$ cat src/rtl/refresh_interval_timer.sv
module refresh_interval_timer #(
  parameter int CNT_W = 16,
  parameter int DIV_W = 12
) (
  input  logic             clk,
  input  logic             rst_n,
  input  logic [1:0]       reg_sel,
  input  logic             wr_en,
  input  logic             rd_en,
  input  logic [CNT_W-1:0] wdata,
  output logic [CNT_W-1:0] rdata,
  output logic             irq,
  output logic             refresh_req
);

  localparam logic [1:0] SEL_CSR = 2'd0;
  localparam logic [1:0] SEL_CNT = 2'd1;
  localparam logic [1:0] SEL_COR = 2'd2;

  logic [DIV_W-1:0] div_q;
  logic [CNT_W-1:0] cnt_q, cor_q;
  logic [2:0]       rate_q;
  logic             flag_q, ien_q, rfen_q;
  logic             armed_q, rd_seen_q, hit_d_q;

  function automatic logic [DIV_W-1:0] tap_mask(input logic [2:0] code);
    int bits;
    case (code)
      3'd1: bits = 1;
      3'd2: bits = 3;
      3'd3: bits = 5;
      3'd4: bits = 7;
      3'd5: bits = 9;
      3'd6: bits = 11;
      default: bits = 12;
    endcase
    if (bits > DIV_W) bits = DIV_W;
    return DIV_W'((64'd1 << bits) - 64'd1);
  endfunction

  logic wr_csr, wr_cnt, wr_cor, rd_csr, tick, hit, hit_evt, clr_ok;

  assign wr_csr  = wr_en && reg_sel == SEL_CSR;
  assign wr_cnt  = wr_en && reg_sel == SEL_CNT;
  assign wr_cor  = wr_en && reg_sel == SEL_COR;
  assign rd_csr  = rd_en && reg_sel == SEL_CSR;
  assign tick    = (rate_q != 3'd0) && (&(div_q | ~tap_mask(rate_q)));
  assign hit     = armed_q && (cnt_q == cor_q);
  assign hit_evt = hit && !hit_d_q;
  assign clr_ok  = wr_csr && !wdata[6] && rd_seen_q;

  always_ff @(posedge clk) begin
    if (!rst_n) begin
      div_q       <= '0;
      cnt_q       <= '0;
      cor_q       <= '0;
      rate_q      <= 3'd0;
      flag_q      <= 1'b0;
      ien_q       <= 1'b0;
      rfen_q      <= 1'b0;
      armed_q     <= 1'b0;
      rd_seen_q   <= 1'b0;
      hit_d_q     <= 1'b0;
      refresh_req <= 1'b0;
    end else begin
      div_q       <= div_q + 1'b1;
      hit_d_q     <= hit;
      refresh_req <= hit_evt && rfen_q;
      armed_q     <= armed_q || wr_cnt || wr_cor || tick;

      if (wr_cnt)       cnt_q <= wdata;
      else if (hit_evt) cnt_q <= '0;
      else if (tick)    cnt_q <= cnt_q + 1'b1;

      if (wr_cor) cor_q <= wdata;

      if (wr_csr) begin
        ien_q  <= wdata[5];
        rate_q <= wdata[4:2];
        rfen_q <= wdata[1];
      end

      if (hit_evt)     flag_q <= 1'b1;
      else if (clr_ok) flag_q <= 1'b0;

      if (clr_ok)                rd_seen_q <= 1'b0;
      else if (rd_csr && flag_q) rd_seen_q <= 1'b1;
    end
  end

  always_comb begin
    case (reg_sel)
      SEL_CSR: rdata = {{(CNT_W-7){1'b0}}, flag_q, ien_q, rate_q, rfen_q, 1'b0};
      SEL_CNT: rdata = cnt_q;
      SEL_COR: rdata = cor_q;
      default: rdata = '0;
    endcase
  end

  assign irq = flag_q && ien_q;

  assert_flag_sets_R2: assert property (@(posedge clk) disable iff (!rst_n)
    hit_evt |=> flag_q);

  assert_cnt_reload_R3: assert property (@(posedge clk) disable iff (!rst_n)
    (hit_evt && !wr_cnt) |=> (cnt_q == '0));

  assert_flag_holds_R4: assert property (@(posedge clk) disable iff (!rst_n)
    (flag_q && !rd_seen_q) |=> flag_q);

  assert_stopped_R6: assert property (@(posedge clk) disable iff (!rst_n)
    (rate_q == 3'd0 && !wr_cnt && !hit_evt) |=> $stable(cnt_q));

  assert_req_pulse_R7: assert property (@(posedge clk) disable iff (!rst_n)
    refresh_req |=> !refresh_req);

  assert_req_needs_flag_R7: assert property (@(posedge clk) disable iff (!rst_n)
    refresh_req |-> flag_q);

  assert_write_wins_R8: assert property (@(posedge clk) disable iff (!rst_n)
    wr_cnt |=> (cnt_q == $past(wdata)));

endmodule

$ cat config.mk
export PLATFORM = sky130hd
export DESIGN_NAME = refresh_interval_timer
export DESIGN_NICKNAME = d
export VERILOG_FILES = /design/src/rtl/refresh_interval_timer.sv
export SDC_FILE = /design/constraint.sdc
export NUM_CORES = 1
export LEC_CHECK = 0
export CAP_MARGIN = 20
export CORE_MARGIN = 2
export CORE_UTILIZATION = 35
export CTS_CLUSTER_SIZE = 24
export DETAILED_ROUTE_END_ITERATION = 6
export PLACE_DENSITY = 0.57
export SLEW_MARGIN = 5
export SYNTH_ARGS = -nofsm -noshare
export SYNTH_HDL_FRONTEND = slang
export SYNTH_SLANG_ARGS = --single-unit
$ cat constraint.sdc
create_clock -name clk -period 5.4 [get_ports clk]
set_input_delay 0.81 -clock clk [delete_from_list [all_inputs] [get_ports clk]]
set_output_delay 0.81 -clock clk [all_outputs]
set_load 0.01 [all_outputs]
Word level (Yosys, flattened, before mapping)
Index checks and enable logic that the tools add are counted.

Add/sub/neg operators: 3. $lt $le $gt $ge: 1. Equality and inequality tests: 9. Shifts and indexed selects: 1. Multiplexer cells: 8. Bitwise logic cells: 3. Reductions and logical operators: 23.

Operator list (number): 16-bit two-way mux (3); 16-bit one-hot mux with 3 select lines (1); 32-bit by 5-bit > comparator with 1-bit output (second input constant) (1); 32-bit two-way mux (1); 1-bit by 32-bit << shifter with 12-bit output (first input constant) (1); 4-bit one-hot mux with 6 select lines (1); 16-bit by 1-bit adder with 16-bit output (second input constant) (1); 16-bit equality test (1); 12-bit by 1-bit adder with 12-bit output (second input constant) (1); 1-bit logical AND (12); 12-bit inverter (1); 12-bit bitwise OR (1); 12-bit AND reduction (1); 12-bit by 1-bit subtractor with 12-bit output (second input constant) (1); 3-bit equality test (second input constant) (3); 3-bit by 2-bit equality test with 1-bit output (second input constant) (2); 3-bit nonzero test (2); 3-bit by 1-bit equality test with 1-bit output (second input constant) (1); 1-bit logical OR (3); 2-bit by 1-bit equality test with 1-bit output (second input constant) (1); 2-bit equality test (second input constant) (1); 1-bit zero test (2); 2-bit zero test (1); 1-bit two-way mux (2); other kinds (3) (3).

Bits in registers: 54. Bits of input ports: 22. Output and inout bits: 18.

Depth between registers and ports, before layout
Gate-level depths: netlist (run 1).

Word-level depth: 13. Gate-level depth with buffers: 12.

Worst setup path before layout (run 1)
OpenSTA, ideal clock, no wires.

Path type: input to output. From: input port reg_sel[0]. To: output port rdata[13]. Arrival time: 1.851 ns. Setup slack: 2.739 ns. Stages on the path: 5. Buffers on the path: 3. Cells stage by stage: buf_2 > nor2b_1 > clkbuf_1 > clkbuf_1 > a22o_1.

Word-level cells in the longest chain between the ends: 2. Elaborated cells between the ends (all ways): 4. Those cells by class: 2 x eq/ne; 1 x mux; 1 x reduce/logical.

RTL lines: start, declared (RTL line 7) `input logic [1:0] reg_sel,`; 2-bit equality test (tied with other cells) (RTL line 92) `case (reg_sel)`; 16-bit one-hot mux with 3 select lines * (RTL line 92); end, declared (RTL line 11) `output logic [CNT_W-1:0] rdata,`.

Every way passes the cells marked *; elsewhere a longest branch is shown, timed or not.

Worst setup path after layout (run 1)
From: input port reg_sel[0]. To: register cnt_q[8].

Word-level cells in the longest chain between the ends: 3. Elaborated cells between the ends (all ways): 4. Those cells by class: 1 x eq/ne; 1 x mux; 2 x reduce/logical.

RTL lines: 2-bit by 1-bit equality test with 1-bit output * (RTL line 44) `assign wr_cnt = wr_en && reg_sel == SEL_CNT;`; 1-bit logical AND * (RTL line 44); 3-bit nonzero test (no source line) / 16-bit two-way mux (equally long branches); end signal, assigned (RTL line 71) `if (wr_cnt) cnt_q <= wdata;`; end signal, assigned (RTL line 73) `else if (tick) cnt_q <= cnt_q + 1'b1;`; end, declared (RTL line 21) `logic [CNT_W-1:0] cnt_q, cor_q;`.

Marks and branches as above. A chain may end at the register's enable or synchronous reset.

==> impl_metrics.prom, run 1 <==
# TYPE chip_impl_metric gauge
chip_impl_info{name="final_common_cell",value="sky130_fd_sc_hd__nand2_1"} 1
chip_impl_info{name="yosys.area.top_type",value="sky130_fd_sc_hd__dfxtp_1"} 1
chip_impl_metric{name="cts_setup_buffers",unit=""} 0
chip_impl_metric{name="worst_slew_margin_rel",unit=""} 0.244
chip_impl_metric{name="remaining_drc_errors",unit=""} 0
chip_impl_metric{name="finalNetCount",unit=""} 435
chip_impl_info{name="most-common-layout-cells",value="sky130_fd_sc_hd__nand2_1 (73), sky130_fd_sc_hd__dfxtp_1 (54), sky130_fd_sc_hd__clkdlybuf4s50_1 (39)"} 1
chip_impl_metric{name="final_design_area_no_fill",unit="um2"} 3550
chip_impl_metric{name="final_period_minus_worst_setup_slack",unit="ns"} 3.54
chip_impl_metric{name="area_growth_syn_to_layout",unit="%"} 17.6
chip_impl_metric{name="timing.final.max_slew_violations",unit=""} 0
chip_impl_metric{name="grt_pass1_vias",unit=""} 2603
chip_impl_metric{name="post-route-util",unit=""} 0.428
chip_impl_metric{name="synth.distinct_cells",unit=""} 55
chip_impl_metric{name="tns",unit="ns"} 0
chip_impl_metric{name="routed_via_density",unit=""} 5.45
chip_impl_info{name="setup.worst_path.start_class",value="input port"} 1
chip_impl_metric{name="total_of_flip_flops_plus_latches_after_synthesis",unit=""} 54
chip_impl_metric{name="final_min_period_over_clock_period",unit=""} 0.656
chip_impl_metric{name="fp.dieW",unit="um"} 96.9
chip_impl_metric{name="drive_above_1_share",unit=""} 0.0562
chip_impl_metric{name="setup_viol",unit=""} 0
chip_impl_metric{name="synth_warnings",unit=""} 0
chip_impl_metric{name="worstPathMaxFanout",unit=""} 14
chip_impl_metric{name="ctsLongestPathBuffers",unit=""} 2
chip_impl_metric{name="place.detailed.hpwl",unit="um"} 5830
chip_impl_metric{name="max-vdd-ir-drop",unit="V"} 0.0000911
chip_impl_info{name="tritoncts",value="done"} 1
chip_impl_metric{name="portBuffers",unit=""} 39
chip_impl_metric{name="power.total",unit="uW"} 789
chip_impl_info{name="ys.flop_type",value="sky130_fd_sc_hd__dfxtp_1"} 1
chip_impl_metric{name="hold-worst-slack",unit="ns"} 0.468
chip_impl_metric{name="antenna_violating_nets_post_route",unit=""} 0
chip_impl_metric{name="timing.max_cap.violations",unit=""} 0
chip_impl_info{name="worstSetupPathType",value="in2reg"} 1
chip_impl_metric{name="h-tree-depth",unit=""} 2
chip_impl_metric{name="initial_core_util",unit=""} 0.364
chip_impl_metric{name="worst_ep_arrival_time",unit="ns"} 3.76
chip_impl_metric{name="required_worst_endpoint",unit="ns"} 5.62
chip_impl_metric{name="initialDrtViolationCount",unit=""} 190
chip_impl_metric{name="p_per_area",unit="nW/um2"} 222
chip_impl_metric{name="clkSinkCount",unit=""} 54
chip_impl_metric{name="vias_after_detailed_routing",unit=""} 2803
chip_impl_info{name="ctsRootBufferMaster",value="sky130_fd_sc_hd__clkbuf_8"} 1
chip_impl_info{name="reg2reg_from",value="rate_q[2]"} 1
chip_impl_info{name="hold_path_end",value="div_q[0]"} 1
chip_impl_info{name="status",value="finished, final reports clean"} 1
chip_impl_metric{name="leakage",unit="nW"} 1.16
chip_impl_metric{name="place_worst_setup_slack",unit="ns"} 1.58
chip_impl_metric{name="synth_seq_area_share",unit=""} 0.358
chip_impl_metric{name="grt_antenna_before_repair",unit=""} 0
chip_impl_metric{name="measured_slew_at_the_worst_slew_check_pin",unit="ns"} 1.13
chip_impl_metric{name="dpl.cell_count",unit=""} 506
chip_impl_metric{name="clock_insertion_delay_worst_skew",unit="ns"} 0.31
chip_impl_metric{name="worst_r2r_path_cells",unit=""} 8
chip_impl_metric{name="cts-hold-fix-buffers",unit=""} 0
chip_impl_metric{name="routedWlPerCell",unit="um"} 16.1
chip_impl_info{name="endpoint_kind",value="flip-flop"} 1
chip_impl_metric{name="placement_rows",unit=""} 33
chip_impl_metric{name="top_level_ports",unit=""} 40
chip_impl_metric{name="synth-async-reset-ratio",unit=""} 0
chip_impl_metric{name="place.gp.congestion",unit=""} 0.840
chip_impl_metric{name="postLayoutSetupSlackWorst",unit="ns"} 1.86
chip_impl_metric{name="synth_edf_count",unit=""} 0
chip_impl_metric{name="grt_max_degree",unit=""} 46
chip_impl_metric{name="synth.cell_area",unit="um2"} 3020
chip_impl_metric{name="postcts_resize_cnt",unit=""} 0
chip_impl_metric{name="skew",unit="ns"} 0.0111
chip_impl_metric{name="final_standard_cell_count_with_taps_included_and_fillers_excluded",unit=""} 514
chip_impl_info{name="timing.hold.worst.class",value="reg2reg"} 1
chip_impl_metric{name="path_clk_slew",unit="ns"} 0.10
chip_impl_metric{name="placement_cell_area",unit="um2"} 3450
chip_impl_metric{name="tritoncts.num_buffers",unit=""} 5
chip_impl_metric{name="first_pass_iteration_count_of_the_detailed_router",unit=""} 4
chip_impl_metric{name="grt.total_usage",unit=""} 0.178
chip_impl_metric{name="finalHoldViolCount",unit=""} 0
chip_impl_metric{name="r2r_slack",unit="ns"} 2.52
chip_impl_metric{name="final_wirelength",unit="um"} 8270
chip_impl_metric{name="wire_length_of_the_first_global_routing_pass",unit="um"} 13900
chip_impl_metric{name="netlist_instances",unit=""} 385
chip_impl_metric{name="die_area",unit="um2"} 9390
chip_impl_info{name="holdCritStartpoint",value="div_q[0]"} 1
chip_impl_metric{name="syn-mean-instance-area",unit="um2"} 7.85
chip_impl_metric{name="design.core.area",unit="um2"} 8300
chip_impl_metric{name="globalRouteOverflowTotal",unit=""} 0
chip_impl_metric{name="max_freq",unit="MHz"} 282
chip_impl_info{name="r2r-end",value="cnt_q[14]"} 1
chip_impl_metric{name="synth_nets",unit=""} 412
chip_impl_metric{name="die_h",unit="um"} 96.9
chip_impl_metric{name="hold-path-cell-count",unit=""} 1
chip_impl_metric{name="synth_top_area_share",unit=""} 0.358
chip_impl_metric{name="antenna_cells",unit=""} 0
chip_impl_info{name="synthTopCellsByArea",value="sky130_fd_sc_hd__dfxtp_1 (36%), sky130_fd_sc_hd__nand2_1 (9.1%), sky130_fd_sc_hd__a21oi_1 (6.1%), sky130_fd_sc_hd__xnor2_1 (5.8%), sky130_fd_sc_hd__a22o_1 (2.9%)"} 1
chip_impl_info{name="grt_setup_unrepaired",value="false"} 1
chip_impl_info{name="timing.critical_path.from",value="reg_sel[0]"} 1
flip-flops by register name, summed over array words and instances (netlist names), 3 cells and up:
| register | cells |
|---|---|
| cnt_q | 16 |
| cor_q | 16 |
| div_q | 12 |
| rate_q | 3 |
how the worst max path moves through the flow:
| stage | cells past startpoint | end | slack [ns] |
|---|---|---|---|
| 5_1_grt | 7 | cnt_q[14] | 1.75 |
| 3_3_place_gp | 7 | cnt_q[8] | 1.66 |
| 2_1_floorplan | 5 | rdata[13] | 2.74 |
| 4_1_cts | 7 | cnt_q[8] | 1.89 |
| 3_5_place_dp | 7 | cnt_q[8] | 1.58 |
| 6_report | 7 | cnt_q[8] | 1.86 |
where the power goes:
group          internal, mW  switching, mW  total [mW]  leakage, nW
Sequential            0.409         0.0131       0.422        0.438
Clock                 0.118          0.137       0.255       0.0544
Combinational        0.0474         0.0641       0.112        0.665
kinds of logic (layout without fill, tap and decap cells):
group	Yosys count	after routing	share of synthesized area
AND/OR/NAND/NOR	166	166	0.267
AO/OA/AOI/OAI	97	97	0.214
flip-flops	54	54	0.358
buffers and inverters	30	54	0.0443
XOR/XNOR	26	26	0.0754
multiplexers	6	6	0.0199
adder cells (fa/ha/maj)	5	5	0.0207
other	1	1	0.00124
synthesized netlist by cell type, drive strengths merged (2+ instances only):
cell type and count:
buf 9, nand2 73, a31o 2, nor3 16, a221oi 3, a21boi 2
o31ai 6, and3 5, or3 2, a211oi 5, a22oi 2, mux2i 6
dfxtp 54, nand3 18, o21ai 15, ha 5, nand2b 2, xnor2 20
nor2b 2, clkbuf 17, a21oi 37, a21o 2, nand4 9, nor2 24
inv 4, a22o 10, a2111oi 2, nor4 6, xor2 6, and2 4
routing by layer:
layer | vias to the layer above | part of all wire | GRT usage
met5 | - | 0 | 0
met4 | 0 | 0.0064 | 0.0314
met3 | 4 | 0.051 | 0.0347
met2 | 74 | 0.46 | 0.278
met1 | 1300 | 0.48 | 0.257
li1 | 1425 | - | -
critical path, cell delays in order:
cell and delay, ns:
sky130_fd_sc_hd__clkdlybuf4s50_1 0.65, sky130_fd_sc_hd__nor2b_1 0.25, sky130_fd_sc_hd__buf_4 0.19, sky130_fd_sc_hd__and2_1 0.31, sky130_fd_sc_hd__a21oi_1 0.92, sky130_fd_sc_hd__o31ai_1 0.22
sky130_fd_sc_hd__a2111oi_2 0.39
area by class of cell:
type | instances | area [um2]
clock buffers | 7 | 96.3
repair buffers | 42 | 413
flip-flops and latches | 54 | 1080
fillers | 881 | 4750
clock inverters | 1 | 8.76
well taps | 105 | 131
multi-input cells | 301 | 1810
inverters | 4 | 15.0
Note: power is estimated with default switching activity, not from simulation.
==> run 2: changes to the inputs <==
clock period = 3.7 ns   (was 5.4 ns; I/O delays follow)
==> impl_metrics.prom, run 2 (same netlist as run 1, synthesis figures left out) <==
# TYPE chip_impl_metric gauge
chip_impl_metric{name="max-vdd-ir-drop",unit="V"} 0.000147
chip_impl_metric{name="measured_slew_at_the_worst_slew_check_pin",unit="ns"} 0.834
chip_impl_metric{name="leakage",unit="nW"} 1.18
chip_impl_metric{name="initialDrtViolationCount",unit=""} 183
chip_impl_metric{name="final_min_period_over_clock_period",unit=""} 0.788
chip_impl_metric{name="grt_max_degree",unit=""} 46
chip_impl_metric{name="tns",unit="ns"} 0
chip_impl_info{name="setup.worst_path.start_class",value="input port"} 1
chip_impl_metric{name="p_per_area",unit="nW/um2"} 315
chip_impl_metric{name="ctsLongestPathBuffers",unit=""} 2
chip_impl_metric{name="routed_via_density",unit=""} 5.51
chip_impl_metric{name="antenna_violating_nets_post_route",unit=""} 0
chip_impl_metric{name="cts_setup_buffers",unit=""} 0
chip_impl_metric{name="placement_rows",unit=""} 33
chip_impl_metric{name="finalHoldViolCount",unit=""} 0
chip_impl_metric{name="place.gp.congestion",unit=""} 0.823
chip_impl_metric{name="worst_ep_arrival_time",unit="ns"} 2.36
chip_impl_info{name="tritoncts",value="done"} 1
chip_impl_metric{name="final_wirelength",unit="um"} 8300
chip_impl_metric{name="wire_length_of_the_first_global_routing_pass",unit="um"} 13700
chip_impl_metric{name="post-route-util",unit=""} 0.432
chip_impl_metric{name="cp_slowest_stage_delay",unit="ns"} 0.56
chip_impl_metric{name="globalRouteOverflowTotal",unit=""} 0
chip_impl_metric{name="grt_pass1_vias",unit=""} 2639
chip_impl_metric{name="antenna_cells",unit=""} 0
chip_impl_info{name="timing.critical_path.cells",value="clkdlybuf4s50_1 > nor2b_1 > buf_4 > nand2_1 > o21ai_0 > clkdlybuf4s50_1"} 1
chip_impl_metric{name="grt.total_usage",unit=""} 0.176
chip_impl_info{name="status",value="finished, final reports clean"} 1
chip_impl_metric{name="hold-worst-slack",unit="ns"} 0.468
chip_impl_metric{name="timing.max_cap.violations",unit=""} 0
chip_impl_metric{name="path_clk_slew",unit="ns"} 0.11
chip_impl_metric{name="setup_viol",unit=""} 0
chip_impl_metric{name="die_h",unit="um"} 96.9
chip_impl_metric{name="final_period_minus_worst_setup_slack",unit="ns"} 2.91
chip_impl_metric{name="cts-hold-fix-buffers",unit=""} 0
chip_impl_metric{name="first_pass_iteration_count_of_the_detailed_router",unit=""} 5
chip_impl_metric{name="worstPathMaxFanout",unit=""} 10
chip_impl_metric{name="initial_core_util",unit=""} 0.364
chip_impl_metric{name="clock_insertion_delay_worst_skew",unit="ns"} 0.32
chip_impl_metric{name="area_growth_syn_to_layout",unit="%"} 18.6
chip_impl_metric{name="grt_antenna_before_repair",unit=""} 0
chip_impl_metric{name="fp.dieW",unit="um"} 96.9
chip_impl_metric{name="tritoncts.num_buffers",unit=""} 5
chip_impl_metric{name="remaining_drc_errors",unit=""} 0
chip_impl_metric{name="routedWlPerCell",unit="um"} 16.0
chip_impl_metric{name="power.total",unit="mW"} 1.13
chip_impl_metric{name="design.core.area",unit="um2"} 8300
chip_impl_info{name="worstSetupPathType",value="in2out"} 1
chip_impl_metric{name="die_area",unit="um2"} 9390
chip_impl_info{name="ctsRootBufferMaster",value="sky130_fd_sc_hd__clkbuf_8"} 1
chip_impl_info{name="critical-path-top-delay-family",value="buffers and inverters"} 1
chip_impl_metric{name="clkSinkCount",unit=""} 54
chip_impl_metric{name="finalNetCount",unit=""} 441
chip_impl_info{name="timing.hold.worst.class",value="reg2reg"} 1
chip_impl_info{name="critical-path-slowest-cell",value="sky130_fd_sc_hd__clkdlybuf4s50_1"} 1
chip_impl_metric{name="timing.final.max_slew_violations",unit=""} 0
chip_impl_metric{name="max_freq",unit="MHz"} 343
chip_impl_metric{name="vias_after_detailed_routing",unit=""} 2863
chip_impl_metric{name="required_worst_endpoint",unit="ns"} 3.14
chip_impl_info{name="grt_setup_unrepaired",value="false"} 1
chip_impl_metric{name="postcts_resize_cnt",unit=""} 0
chip_impl_info{name="largest_registers",value="cnt_q: 16 flops, cor_q: 16 flops, div_q: 12 flops"} 1
chip_impl_metric{name="place.detailed.hpwl",unit="um"} 5920
chip_impl_info{name="final_common_cell",value="sky130_fd_sc_hd__nand2_1"} 1
chip_impl_metric{name="worst_slew_margin_rel",unit=""} 0.443
chip_impl_metric{name="number_of_buffers_and_inverters_on_the_critical_path",unit=""} 3
chip_impl_metric{name="portBuffers",unit=""} 39
chip_impl_info{name="most-common-layout-cells",value="sky130_fd_sc_hd__nand2_1 (73), sky130_fd_sc_hd__dfxtp_1 (54), sky130_fd_sc_hd__clkdlybuf4s50_1 (39)"} 1
chip_impl_metric{name="h-tree-depth",unit=""} 2
chip_impl_info{name="endpoint_kind",value="primary output"} 1
chip_impl_metric{name="drive_above_1_share",unit=""} 0.0699
chip_impl_metric{name="skew",unit="ns"} 0.0129
chip_impl_metric{name="top_level_ports",unit=""} 40
chip_impl_info{name="critical-path-top-cell-by-count",value="sky130_fd_sc_hd__clkdlybuf4s50_1"} 1
[run 2: cell count changes in the layout (fill, tap and decap cells not counted), sizes merged]
cell / before / now
buf: 3 / 9
clkbuf: 7 / 5
clkinv: 1 / 2
clkinvlp: 0 / 1
[run 2: power breakdown]
group / leakage (nW) / switching, mW / internal, mW / total [mW]
Combinational: 0.694 / 0.0942 / 0.0737 / 0.168
Clock: 0.0441 / 0.209 / 0.134 / 0.343
Sequential: 0.438 / 0.0193 / 0.597 / 0.616
[run 2: path summary, 6_finish.rpt]
path	from	endpoint	slack (ns)	cells past startpoint
hold reg to reg	rfen_q	refresh_req	0.47	2
setup / recovery	reg_sel[1]	rdata[6]	0.79	6
hold / removal	rfen_q	refresh_req	0.47	2
setup reg to reg	rate_q[2]	cnt_q[15]	0.81	8
[run 2: worst register-to-register path, stage by stage (launching register included)]
cell and delay, ns:
sky130_fd_sc_hd__dfxtp_1 0.55, sky130_fd_sc_hd__inv_1 0.14, sky130_fd_sc_hd__ha_1 0.30, sky130_fd_sc_hd__nand2b_1 0.07
sky130_fd_sc_hd__a21boi_0 0.11, sky130_fd_sc_hd__nor4_2 0.60, sky130_fd_sc_hd__nand2_1 0.40, sky130_fd_sc_hd__o31ai_1 0.46
sky130_fd_sc_hd__a2111oi_2 0.12
[run 2: metrics by stage]
stage | cell area, um2 | setup WS (ns) | std cells
global route | 3580 | 0.617 | 520
floorplan | 3020 | 1.39 | 385
global placement | 3490 | 0.835 | 512
CTS | 3580 | 0.786 | 520
finish | 3580 | 0.785 | 520
detailed placement | 3490 | 0.772 | 512
[run 2: layout make-up]
cell class / count / area (um2)
tap: 105 / 131
clock inverter: 3 / 21.3
fill: 859 / 4720
multi-input combinational: 301 / 1810
timing repair buffer: 48 / 458
inverter: 4 / 15.0
sequential: 54 / 1080
clock buffer: 5 / 68.8
[run 2: layer usage]
metal	up-vias	GRT usage	routed length [um]
met2	78	0.282	3810
met5	-	0	0
li1	1439	-	-
met3	5	0.0246	395
met4	0	0.0358	57
met1	1341	0.253	4030
